File: config.mk
export PLATFORM = sky130hd
export DESIGN_NAME = addxfer_datapath
export DESIGN_NICKNAME = d
export VERILOG_FILES = /design/src/rtl/addxfer_pkg.sv /design/src/rtl/addxfer_adder.sv /design/src/rtl/addxfer_mux2.sv /design/src/rtl/addxfer_reg.sv /design/src/rtl/addxfer_datapath.sv
export SDC_FILE = /design/constraint.sdc
export NUM_CORES = 1
export LEC_CHECK = 0
export CAP_MARGIN = 20
export CORE_AREA = 2 2 39 41
export CTS_CLUSTER_DIAMETER = 80
export DETAILED_ROUTE_END_ITERATION = 10
export DIE_AREA = 0 0 41 43
export DONT_BUFFER_PORTS = 1
export MAX_ROUTING_LAYER = met4
export PLACE_DENSITY_LB_ADDON = 0.15
export SYNTH_ARGS = -nofsm -noshare
export SYNTH_HDL_FRONTEND = slang
export SYNTH_SLANG_ARGS = --single-unit
File: constraint.sdc
create_clock -name clk -period 3.7 [get_ports clk]
set_clock_uncertainty 0.2 [all_clocks]
set_input_delay 0.185 -clock clk [delete_from_list [all_inputs] [get_ports clk]]
set_output_delay 0.185 -clock clk [all_outputs]
set_load 0.02 [all_outputs]
File: src/rtl/addxfer_pkg.sv
package addxfer_pkg;
   typedef enum logic {
      PICK_COPY = 1'b0,
      PICK_SUM  = 1'b1
   } pick_e;

   localparam int ADDER_RIPPLE   = 0;
   localparam int ADDER_INFERRED = 1;
endpackage

File: src/rtl/addxfer_adder.sv
module addxfer_adder #(
   parameter int WIDTH = 4,
   parameter int STYLE = addxfer_pkg::ADDER_RIPPLE
) (
   input  logic [WIDTH-1:0] op_a,
   input  logic [WIDTH-1:0] op_b,
   input  logic             cin,
   output logic [WIDTH-1:0] sum,
   output logic             cout
);
   generate
      if (STYLE == addxfer_pkg::ADDER_RIPPLE) begin : g_ripple
         logic [WIDTH:0] chain;
         assign chain[0] = cin;
         for (genvar i = 0; i < WIDTH; i++) begin : g_bit
            assign sum[i]     = op_a[i] ^ op_b[i] ^ chain[i];
            assign chain[i+1] = (op_a[i] & op_b[i]) | (chain[i] & (op_a[i] ^ op_b[i]));
         end
         assign cout = chain[WIDTH];
      end else begin : g_inferred
         logic [WIDTH:0] wide;
         assign wide = {1'b0, op_a} + {1'b0, op_b} + {{WIDTH{1'b0}}, cin};
         assign sum  = wide[WIDTH-1:0];
         assign cout = wide[WIDTH];
      end
   endgenerate
endmodule

File: src/rtl/addxfer_mux2.sv
module addxfer_mux2 #(
   parameter int WIDTH = 4
) (
   input  addxfer_pkg::pick_e pick,
   input  logic [WIDTH-1:0]   in_copy,
   input  logic [WIDTH-1:0]   in_sum,
   output logic [WIDTH-1:0]   y
);
   generate
      for (genvar i = 0; i < WIDTH; i++) begin : g_lane
         assign y[i] = (pick == addxfer_pkg::PICK_SUM) ? in_sum[i] : in_copy[i];
      end
   endgenerate
endmodule

File: src/rtl/addxfer_reg.sv
module addxfer_reg #(
   parameter int WIDTH = 4
) (
   input  logic             clk,
   input  logic             rst,
   input  logic             ld,
   input  logic [WIDTH-1:0] d,
   output logic [WIDTH-1:0] q
);
   always_ff @(posedge clk) begin
      if (rst)
         q <= '0;
      else if (ld)
         q <= d;
   end
endmodule

File: src/rtl/addxfer_datapath.sv
module addxfer_datapath #(
   parameter int WIDTH       = 4,
   parameter int ADDER_STYLE = addxfer_pkg::ADDER_RIPPLE
) (
   input  logic             clk,
   input  logic             rst,
   input  logic             t_strobe,
   input  logic             sel_add,
   input  logic             b_load,
   input  logic [WIDTH-1:0] b_din,
   output logic [WIDTH-1:0] acc_q,
   output logic [WIDTH-1:0] b_q,
   output logic             carry_out
);
   import addxfer_pkg::*;

   generate
      if (WIDTH < 1) begin : g_bad_width
         $error("addxfer_datapath: WIDTH must be at least 1");
      end
      if (ADDER_STYLE != ADDER_RIPPLE && ADDER_STYLE != ADDER_INFERRED) begin : g_bad_style
         $error("addxfer_datapath: unknown ADDER_STYLE");
      end
   endgenerate

   logic [WIDTH-1:0] sum_w;
   logic [WIDTH-1:0] acc_next;
   pick_e            pick;

   // Both product terms of the load function collapse to the strobe.
   assign pick = pick_e'(sel_add);

   addxfer_reg #(.WIDTH(WIDTH)) u_breg (
      .clk (clk),
      .rst (rst),
      .ld  (b_load),
      .d   (b_din),
      .q   (b_q)
   );

   addxfer_adder #(.WIDTH(WIDTH), .STYLE(ADDER_STYLE)) u_add (
      .op_a (acc_q),
      .op_b (b_q),
      .cin  (1'b0),
      .sum  (sum_w),
      .cout (carry_out)
   );

   addxfer_mux2 #(.WIDTH(WIDTH)) u_mux (
      .pick    (pick),
      .in_copy (b_q),
      .in_sum  (sum_w),
      .y       (acc_next)
   );

   addxfer_reg #(.WIDTH(WIDTH)) u_acc (
      .clk (clk),
      .rst (rst),
      .ld  (t_strobe),
      .d   (acc_next),
      .q   (acc_q)
   );
endmodule

* Word-level counts from Yosys, hierarchy flattened *
Index checks and enable logic that the tools add are counted.

cells by class
  add/subtract/negate cells = 0
  $mul = 0
  div/mod/pow operators = 0
  magnitude comparators = 0
  equal/unequal tests = 0
  shift operators = 0
  mux-type cells = 4
  bitwise gates (word level) = 17
  reduce and logical (&&, ||, !) cells = 0

operators with widths
  cell           number
  $and A1 B1 Y1  7
  $xor A1 B1 Y1  7
  $mux W1        4
  $or A1 B1 Y1   3

word-level totals
  bits in registers = 8
  latch bits = 0
  memory bits (writable) = 0
  ROM bits = 0
  output and inout port bits = 9
  memories = 0

* Longest topological paths before layout *
Gate-level depths: netlist of the first run.

  depth in word-level cells = 7
  mapped depth = 7

* Modules after synthesis *
A second synthesis of the first run with hierarchy kept.

unflattened totals
  cells, all modules = 45
  area, all modules = 446.7 um^2

by module, submodules not included
  module            times used  cells each  area each (um^2)  sequential area each (um^2)
  addxfer_reg       2           13          140.1             80.1
  addxfer_adder     1           14          117.6             0.0
  addxfer_mux2      1           4           45.0              0.0
  addxfer_datapath  1           1           3.8               0.0

* Worst setup path after synthesis of the first run *
OpenSTA, ideal clock, no wires.

  path kind = flip-flop to flip-flop
  start = reg u_acc.q[0]
  end = reg u_acc.q[3]
  arrival time = 2.103 ns
  data required time = 3.404 ns
  slack = 1.301 ns
  cell stages (with the launch flop) = 8
  buffers on the path = 0
  path through = dfxtp_1 ha_1 fa_1 fa_1 inv_1 fa_1 and2_1 o41ai_2

on the way
  word-level cells in the longest chain between the ends = 7

RTL lines
  what                        line                 text
  start: declaration          addxfer_reg.sv:8     output logic [WIDTH-1:0] q
  start signal: assignment    addxfer_reg.sv:12    q <= '0;
  start signal: assignment    addxfer_reg.sv:14    q <= d;
  $and A1 B1 Y1 (2 in a row)  addxfer_adder.sv:17  assign chain[i+1] = (op_a[i] & op_b[i]) | (chain[i] & (op_a[i] ^ op_b[i]));
  $or A1 B1 Y1                addxfer_adder.sv:17
  $and A1 B1 Y1               addxfer_adder.sv:17
  $or A1 B1 Y1                addxfer_adder.sv:17
  $xor A1 B1 Y1               addxfer_adder.sv:16  assign sum[i] = op_a[i] ^ op_b[i] ^ chain[i];
  $mux W1                     addxfer_mux2.sv:11   assign y[i] = (pick == addxfer_pkg::PICK_SUM) ? in_sum[i] : in_copy[i];

Every way passes these cells.
A chain may end at the register's enable or synchronous reset.

* Worst setup path in the final report of the first run *
  start = reg u_breg.q[0]
  end = reg u_acc.q[3]

on the way
  word-level cells in the longest chain between the ends = 7

RTL lines
  what                        line
  start: declaration          addxfer_reg.sv:8
  start signal: assignment    addxfer_reg.sv:12
  start signal: assignment    addxfer_reg.sv:14
  $and A1 B1 Y1 (2 in a row)  addxfer_adder.sv:17
  $or A1 B1 Y1                addxfer_adder.sv:17
  $and A1 B1 Y1               addxfer_adder.sv:17
  $or A1 B1 Y1                addxfer_adder.sv:17
  $xor A1 B1 Y1               addxfer_adder.sv:16
  $mux W1                     addxfer_mux2.sv:11

Every way passes these cells.

==> results of run 1 <==
layout make-up:
cell class / count / area [um2] / area share [%]
clock buffer: 3 / 22.5 / 4.04
inverter: 5 / 18.8 / 3.36
multi-input combinational: 25 / 226 / 40.6
sequential: 8 / 160 / 28.7
tap: 16 / 20.0 / 3.59
timing repair buffer: 11 / 110 / 19.7
critical path, cell delays in order, from the launching register on:
cell and delay (ps):
dfxtp_1 400, ha_1 240, fa_1 370, fa_1 370
inv_1 80, fa_1 400, and2_1 170, o41ai_2 180
path summary, 6_finish.rpt:
kind / start / endpoint / slack, ps / cells after the start
hold / removal: u_acc.q[0] / u_acc.q[0] / 410 / 2
setup reg to reg: u_breg.q[0] / u_acc.q[3] / 1180 / 7
hold reg to reg: u_acc.q[0] / u_acc.q[0] / 410 / 2
setup / recovery: u_breg.q[0] / u_acc.q[3] / 1180 / 7
power by group through the flow:
stage | logic (uW) | clock network (uW) | registers (uW)
after floorplan | 22.6 | 0 | 106
after global placement | 17.7 | 0 | 108
after detailed placement | 19.1 | 0 | 108
after CTS | 33.1 | 69.8 | 106
after global routing | 36.8 | 74.4 | 107
final | 32.8 | 65.6 | 106
logic make-up (layout without fill, tap and decap cells):
logic type      count (synthesis)  after routing  share of synthesized area (%)
flops                           8              8                           36.7
compound gates                  4              4                           8.88
mux                             7              7                           16.0
simple gates                   10             10                           10.3
fa+ha+maj                       4              4                           16.6
buf+inv                         9             19                           11.5
per-stage QoR:
stage	total power, uW	instances	hold slack, ps	worst slack (ps)	util [%]
2_1_floorplan	129	42	132	1300	-
3_3_place_gp	126	54	58.7	1220	30.7
3_5_place_dp	127	54	60.7	1190	30.7
4_1_cts	209	68	415	1150	40.3
5_1_grt	218	68	464	1080	40.3
6_report	204	68	411	1180	40.3
repair_timing:
action / in CTS / in global routing
gates resized for setup: 0 / 0
endpoints found under the hold margin: 8 / 0
hold buffers: 11 / 0
state kept, by name, summed over array words and instances (netlist names):
register,cells
u_breg.q,4
u_acc.q,4
per-layer routing:
metal  vias up  share of wire [%]  GRT usage, %  wire, um
met5         -                  0             -         0
met4         0                  0          4.00         0
met3         0                9.2          8.38        81
met2         9                 52          18.4       459
met1       148                 39          13.1       342
li1        157                  -             -         -
synthesized netlist by cell type:
| cell type | number |
|---|---|
| a211oi_1 | 3 |
| and2_1 | 1 |
| buf_4 | 2 |
| buf_6 | 1 |
| clkbuf_2 | 1 |
| dfxtp_1 | 8 |
| fa_1 | 3 |
| ha_1 | 1 |
| inv_1 | 5 |
| mux2i_1 | 7 |
| nor2_1 | 8 |
| o41ai_2 | 1 |
| or3b_1 | 1 |
==> run metrics, run 1 <==
status=finished, final reports clean; setup TNS=0 ps; Synth Register Bits=8; die height=around 43 um; dominant cell type by area after synthesis=dfxtp_1; Routed WL=between 800 and 900 um; Num CTS Buffers=3; initial antenna violation count=0; clk root buf=clkbuf_4; clock transition at the registers of the reported paths=approximately 60 ps; Switching Share=around 27%; Iter 0 DRT Violations=0; filler cell count=136; final setup vio count=0; Total GRT Usage=between 10% and 20%; post-synthesis cell count=42; Combinational Power Share=between 15 and 20%; Flop pwr share=51.8%; Int Pwr=about 150 uW; unrepaired setup endpoints after global routing=false; top cells by area, synth=dfxtp_1, mux2i_1, fa_1; Routed Antenna Nets=0; setup bufs post-CTS=0; CTS sink cnt=8; Mapped Area=about 440 um2; Fin. Hold Viols=0; average vias per placed instance=between 4 and 5; post-route cell area=~560 um2; vias in the first global route=350; CP Class=flop to flop; Ant. Diodes=0; # nets final=67; chip width=around 41 um; core area=roughly 1400 um2; HPWL after DPL=approximately 640 um; H-tree Lvls=1; drt drc=0; Static Leak=roughly 0.00025 uW; Worst slew margin=about 75%; Worst-Skew Late Latency=between 200 and 300 ps; routed vias=around 310; part of the power in the clock network=roughly a third; Tmin final=2520 ps; gpl congestion=~0.7; worst-margin pin slew=around 380 ps; Pre-antenna DRT Iters=1; Peak VDD IR=0.166 mV; drt wl/cell=about 13 um; most common cell after layout, fill and taps aside=dlygate4sd3_1; IO buf count=0; Fmax=397 MHz; die area=approximately 1800 um2; crit end category=flop; global-route wire length before repair=1410 um; sequential share of the synthesized area=roughly 37%; Synthesized Nets=55; max-slew violations=0; Psw=about 56 uW; Critical Path AT=2470 ps; final worst-path cycle share=between 60% and 70%; crit-path max FO=4; mean post-synth cell area=between 10 and 15 um2; share of the synthesized area in the top cell type=about 37%; initial core utilization=about a third; commonest non-fill, non-tap cells in the layout=dlygate4sd3_1, nor2_1, dfxtp_1; Post-DP Area=around 430 um2; IO Count=18; layout cells sized above 1=between 7 and 8%; Clock Tree Buf Depth=2; TritonCTS clock tree=yes; row cnt=14; YS warnings=0; Layout area overhead=27.8%; max-capacitance violation count=0; total grt overflow=0; post-synth cell types=13; Power Density=366 nW/um2; Req. time, crit path=3650 ps; crit start category=flop; Worst Hold Class=flop to flop; largest net degree at the start of global routing=10
Power figures use the tool's default switching activity.
==> run 2, diff against run 1 <==
--- a/config.mk
+++ b/config.mk
@@ -5,6 +5,7 @@
 export SDC_FILE = /design/constraint.sdc
 export NUM_CORES = 1
 export LEC_CHECK = 0
+export ABC_AREA = 1
 export CAP_MARGIN = 20
 export CORE_AREA = 2 2 39 41
 export CTS_CLUSTER_DIAMETER = 80
==> constraint.sdc (replaced) <==
create_clock -name clk -period 2.34 [get_ports clk]
set_clock_uncertainty 0.2 [all_clocks]
set_input_delay 0.117 -clock clk [delete_from_list [all_inputs] [get_ports clk]]
set_output_delay 0.117 -clock clk [all_outputs]
set_load 0.02 [all_outputs]
==> run 2 against run 1 <==
Register-to-register slack worse by 1000 ps. Synthesized area is 0.29% higher. Fmax is 15% higher. Flip-flop and latch count stayed put. Final cell count is 32% higher. Core utilization is 1.4 points higher. Sequential share of layout area is 0.93 points lower. Largest power group unchanged. Highest routed layer is now met4.
==> run metrics, run 2 <==
row cnt=14; Critical Path AT=about 2200 ps; Layout area overhead=31.7%; Worst slew margin=roughly three quarters; Synthesized Nets=74; max-capacitance violation count=0; YS warnings=0; final setup vio count=0; Routed WL=1090 um; status=finished, final reports clean; commonest non-fill, non-tap cells in the layout=nand2_1, inv_1, nor2_1, dlygate4sd3_1, dfxtp_1; Routed Antenna Nets=0; drt drc=0; Crit Reg-Reg Endpoint=u_acc.q[3]; Req. time, crit path=between 2000 and 2500 ps; Psw=99.4 uW; final cell count without fillers=90; Num CTS Buffers=3; part of the power in the clock network=33.2%; setup bufs post-CTS=0; Post-synth ARST share=0%; sequential share of the synthesized area=about 37%; top cells by area, synth=dfxtp_1, nand2_1, fa_1; IO Count=18; Post-Synth Adder-Cell Area=about 17%; mean post-synth cell area=about 7 um2; share of the synthesized area in the top cell type=a little over a third; crit-path max FO=2; Primary FF master, synth=dfxtp_1; TritonCTS clock tree=yes; Peak VDD IR=between 0.2 and 0.25 mV; average vias per placed instance=4.44; vias in the first global route=398; XOR/XNOR Fraction of Synth Area=0%; hold endpoint=u_breg.q[3]; minimum hold slack=348 ps; chip width=41 um; combinational family with the most area after synthesis=simple AND/OR/NAND/NOR gates; GR Util met1=a little under a fifth; Combinational Power Share=roughly a fifth; dominant cell type by area after synthesis=dfxtp_1; EDFF count, synth=0; Switching Share=between 20 and 30%; post-synthesis cell count=61; FF-to-FF Start=u_acc.q[0]; initial antenna violation count=0; hold path depth=3; Iter 0 DRT Violations=1; clock transition at the registers of the reported paths=about 60 ps; Int Pwr=around 230 uW; clk root buf=clkbuf_4; biggest regs=u_acc.q x4, u_breg.q x4; IO buf count=0; Fmax=457 MHz; r2r setup slk=approximately 150 ps; unrepaired setup endpoints after global routing=false; Fin. Hold Viols=0; met3 Use GR=roughly 7%; global-route wire length before repair=1730 um; filler cell count=150; max-slew violations=0; most frequent cells after synthesis=nand2_1, inv_1, dfxtp_1, nor2_1; Synth Area in Simple Gates=28.6%; Total GRT Usage=16.4%; Post-Place Cells=between 70 and 80; most common cell after layout, fill and taps aside=nand2_1; layout cells sized above 1=between 10 and 15%; drt wl/cell=approximately 12 um; HPWL after DPL=approximately 700 um; routed vias=400; Pre-antenna DRT Iters=2; post-synth cell types=11; GRT Max-Usage Layer=met2; gpl congestion=0.702; Compound-Gate Fraction of Synth Area=under 10%; initial core utilization=between 30% and 40%; die height=roughly 43 um; HP Start=b_din[3]; setup TNS=0 ps; post-synthesis mux area share=0%; Worst-Skew Late Latency=roughly 260 ps; H-tree Lvls=1; # nets final=a little under 90; Worst Hold Class=input port to flop; Power Density=roughly 580 nW/um2; Static Leak=~0.00029 uW; total grt overflow=0; Worst R2R Path Depth=10; crit end category=flop; Flop pwr share=between 40% and 50%; Ant. Diodes=0; Tmin final=2190 ps; final worst-path cycle share=a little over nine tenths; worst-margin pin slew=between 300 and 400 ps; Clock Tree Buf Depth=2; CTS sink cnt=8; core area=~1400 um2; count leader, synth=nand2_1; met2 Use GR=about 22%; Mapped Area=approximately 440 um2; largest net degree at the start of global routing=9; crit start category=flop; CP Class=flop to flop; die area=roughly 1800 um2; Synth Register Bits=8
==> run 2: routing by layer <==
| layer | up-vias | routed length, um |
|---|---|---|
| met1 | 178 | 468 |
| met2 | 13 | 525 |
| li1 | 205 | - |
| met3 | 4 | 56 |
| met5 | - | 0 |
| met4 | 0 | 34 |
==> run 2: power groups by stage <==
stage                     Sequential, uW  Combinational, uW  Clock, uW
after floorplan                      167               33.6          0
after global placement               162               45.5          0
after detailed placement             162               46.5          0
after CTS                            159               62.7        117
after global routing                 161               73.3        121
final                                159               62.8        110
==> run 2: kinds of logic after synthesis <==
| group | Yosys count |
|---|---|
| compound gates | 4 |
| fa+ha+maj | 4 |
| buf+inv | 13 |
| flops | 8 |
| simple gates | 32 |
==> run 2: worst max-delay path, stage by stage (launching register included) <==
cell and delay (ps):
dfxtp_1 310, ha_1 210, fa_2 340, fa_2 330, inv_1 70, fa_1 400
inv_1 60, nand2_1 40, nand3_1 80, nand2_1 50, inv_1 40
==> run 2: final cells by class <==
type                            count  area (um2)  area share [%]
Sequential cell                     8         160            27.8
Inverter                           11        41.3            7.16
Clock buffer                        3        22.5            3.90
Timing Repair Buffer               12         110            19.1
Tap cell                           16        20.0            3.47
Multi-Input combinational cell     40         223            38.6
==> run 2: how the worst max path moves through the flow <==
stage,to,startpoint,cells after the start
3_5_place_dp,u_acc.q[3],u_acc.q[0],10
3_3_place_gp,u_acc.q[3],u_acc.q[0],10
2_1_floorplan,u_acc.q[3],u_acc.q[0],10
5_1_grt,u_acc.q[3],u_acc.q[0],10
4_1_cts,u_acc.q[3],u_acc.q[0],10
6_report,u_acc.q[3],u_acc.q[0],10
==> run 2: through the flow <==
step                cell area [um2]  setup WS, ps  util (%)  power (uW)
floorplan                       438          66.9         -         200
global placement                469           118      33.9         207
detailed placement              469          89.3      33.9         208
CTS                             572          52.3      41.3         339
global route                    577          41.3      41.7         355
finish                          577           150      41.7         332
==> run 2: timing repair <==
item                                    CTS  global route
hold buffers                              8             0
endpoints found under the setup margin    0             1
endpoints found under the hold margin     8             0
gates resized for setup                   0             2
==> run 3, diff against run 2 <==
==> constraint.sdc (replaced) <==
create_clock -name clk -period 2.63 [get_ports clk]
set_clock_uncertainty 0.2 [all_clocks]
set_input_delay 0.1315 -clock clk [delete_from_list [all_inputs] [get_ports clk]]
set_output_delay 0.1315 -clock clk [all_outputs]
set_load 0.02 [all_outputs]
==> run 3 against run 2 <==
Non-clock buffer count shrank 3. Clock power shrank 12%. Combinational power shrank 28%. Final cell count shrank 3.3%. Setup slack gained 140 ps. Power shrank 13%. Final area shrank 4.8%. Register-to-register slack gained 140 ps. Core utilization shrank 2.0 points. Critical endpoint unchanged. Highest routed layer unchanged.
==> run metrics, run 3 (same netlist as run 2, synthesis figures left out) <==
total grt overflow=0; die area=1760 um2; Tmin final=between 2000 and 2500 ps; commonest non-fill, non-tap cells in the layout=nand2_1, inv_1, nor2_1, dlygate4sd3_1, dfxtp_1; crit-path max FO=3; Static Leak=about 0.00028 uW; crit start category=flop; final worst-path cycle share=about nine tenths; Num CTS Buffers=3; layout cells sized above 1=8.45%; max-slew violations=0; crit path buf inv count=3; CTS sink cnt=8; core area=between 1000 and 1500 um2; IO buf count=0; Peak VDD IR=~0.22 mV; Power Density=~530 nW/um2; max-capacitance violation count=0; Worst-Skew Late Latency=roughly 260 ps; Layout area overhead=25.4%; Critical Path AT=about 2400 ps; biggest regs=u_acc.q x4, u_breg.q x4; Routed WL=912 um; H-tree Lvls=1; Fin. Hold Viols=0; crit end category=flop; Post-CTS Resized=0; vias in the first global route=roughly 390; routed vias=394; CP Class=flop to flop; initial antenna violation count=0; drt wl/cell=between 10 and 15 um; crit-path leading delay family=adder cells; Fmax=427 MHz; most common cell after layout, fill and taps aside=nand2_1; status=finished, final reports clean; Routed Antenna Nets=0; final cell count without fillers=slightly below 90; HPWL after DPL=657 um; IO Count=18; die height=43 um; largest net degree at the start of global routing=9; CP Cell Sequence=ha_1, fa_1, fa_1, inv_1, fa_1, inv_1, nand2_1, nand3_1, nand2_1, inv_1; Critical-path top delay cell=fa_1; average vias per placed instance=approximately 4.5; row cnt=14; minimum hold slack=349 ps; critical path's largest stage delay=about 400 ps; Iter 0 DRT Violations=10; Clock Tree Buf Depth=2; gpl congestion=0.703; Ant. Diodes=0; clock transition at the registers of the reported paths=60 ps; filler cell count=around 150; # nets final=86; final setup vio count=0; Total GRT Usage=around 14%; clk root buf=clkbuf_4; TritonCTS clock tree=yes; unrepaired setup endpoints after global routing=false; drt drc=0; global-route wire length before repair=around 1600 um; Worst slew margin=slightly below 80%; worst-margin pin slew=between 300 and 400 ps; setup TNS=0 ps; Pre-antenna DRT Iters=4; initial core utilization=a little under a third; chip width=~40 um; Req. time, crit path=2640 ps; Worst Hold Class=input port to flop; Post-Place Cells=76
[run 3: cell types whose count changed in the layout (fill, tap and decap cells not counted)]
cell / previous run / this run
fa_2: 2 / 0
fa_1: 1 / 3
buf_4: 4 / 1
[run 3: path summary, 6_finish.rpt]
path                     from          end  slack, ps  cells after the start
setup / recovery   u_acc.q[0]   u_acc.q[3]        290                     10
hold / removal       b_din[2]  u_breg.q[2]        350                      3
setup reg to reg   u_acc.q[0]   u_acc.q[3]        290                     10
hold reg to reg   u_breg.q[2]  u_breg.q[2]        410                      2
[run 3: layout make-up]
type	count	area, um2	share of cell area, %
Clock buffer	3	22.5	4.10
Inverter	11	41.3	7.52
Multi-Input combinational cell	40	218	39.6
Sequential cell	8	160	29.2
Tap cell	16	20.0	3.64
Timing Repair Buffer	9	87.6	15.9
[run 3: routing by layer]
layer / up-vias / part of all wire [%] / wire, um / global-route usage (%)
li1: 203 / - / - / -
met3: 5 / 6.1 / 56 / 3.66
met1: 168 / 45 / 408 / 19.5
met4: 0 / 3.4 / 31 / 10.0
met5: - / 0 / 0 / -
met2: 18 / 46 / 416 / 17.5
[run 3: report_power, final]
| group | leakage, uW | switching [uW] | internal, uW |
|---|---|---|---|
| clock network | 0.0000138 | 44.8 | 52.4 |
| logic | 0.000198 | 23.8 | 21.5 |
| registers | 0.0000661 | 16.8 | 129 |
| total | 0.000278 | 85.4 | 203 |
[run 3: through the flow]
step,setup WS (ps),power (uW),utilization [%],cell area [um2]
after floorplan,357,178,-,438
after global placement,295,180,32.3,447
after detailed placement,295,180,32.3,447
after CTS,276,293,39.7,549
after global routing,132,307,39.7,549
final,285,288,39.7,549
[run 3: repair_timing]
action,4_1_cts,5_1_grt
hold endpoints to repair,8,0
buffers inserted,0,0
hold buffers,8,0
[run 3: worst reg2reg max path, stage by stage (launching register included)]
cell     delay (ps)
dfxtp_1         380
ha_1            240
fa_1            380
fa_1            360
inv_1            70
fa_1            400
inv_1            60
nand2_1          40
nand3_1          80
nand2_1          50
inv_1            40
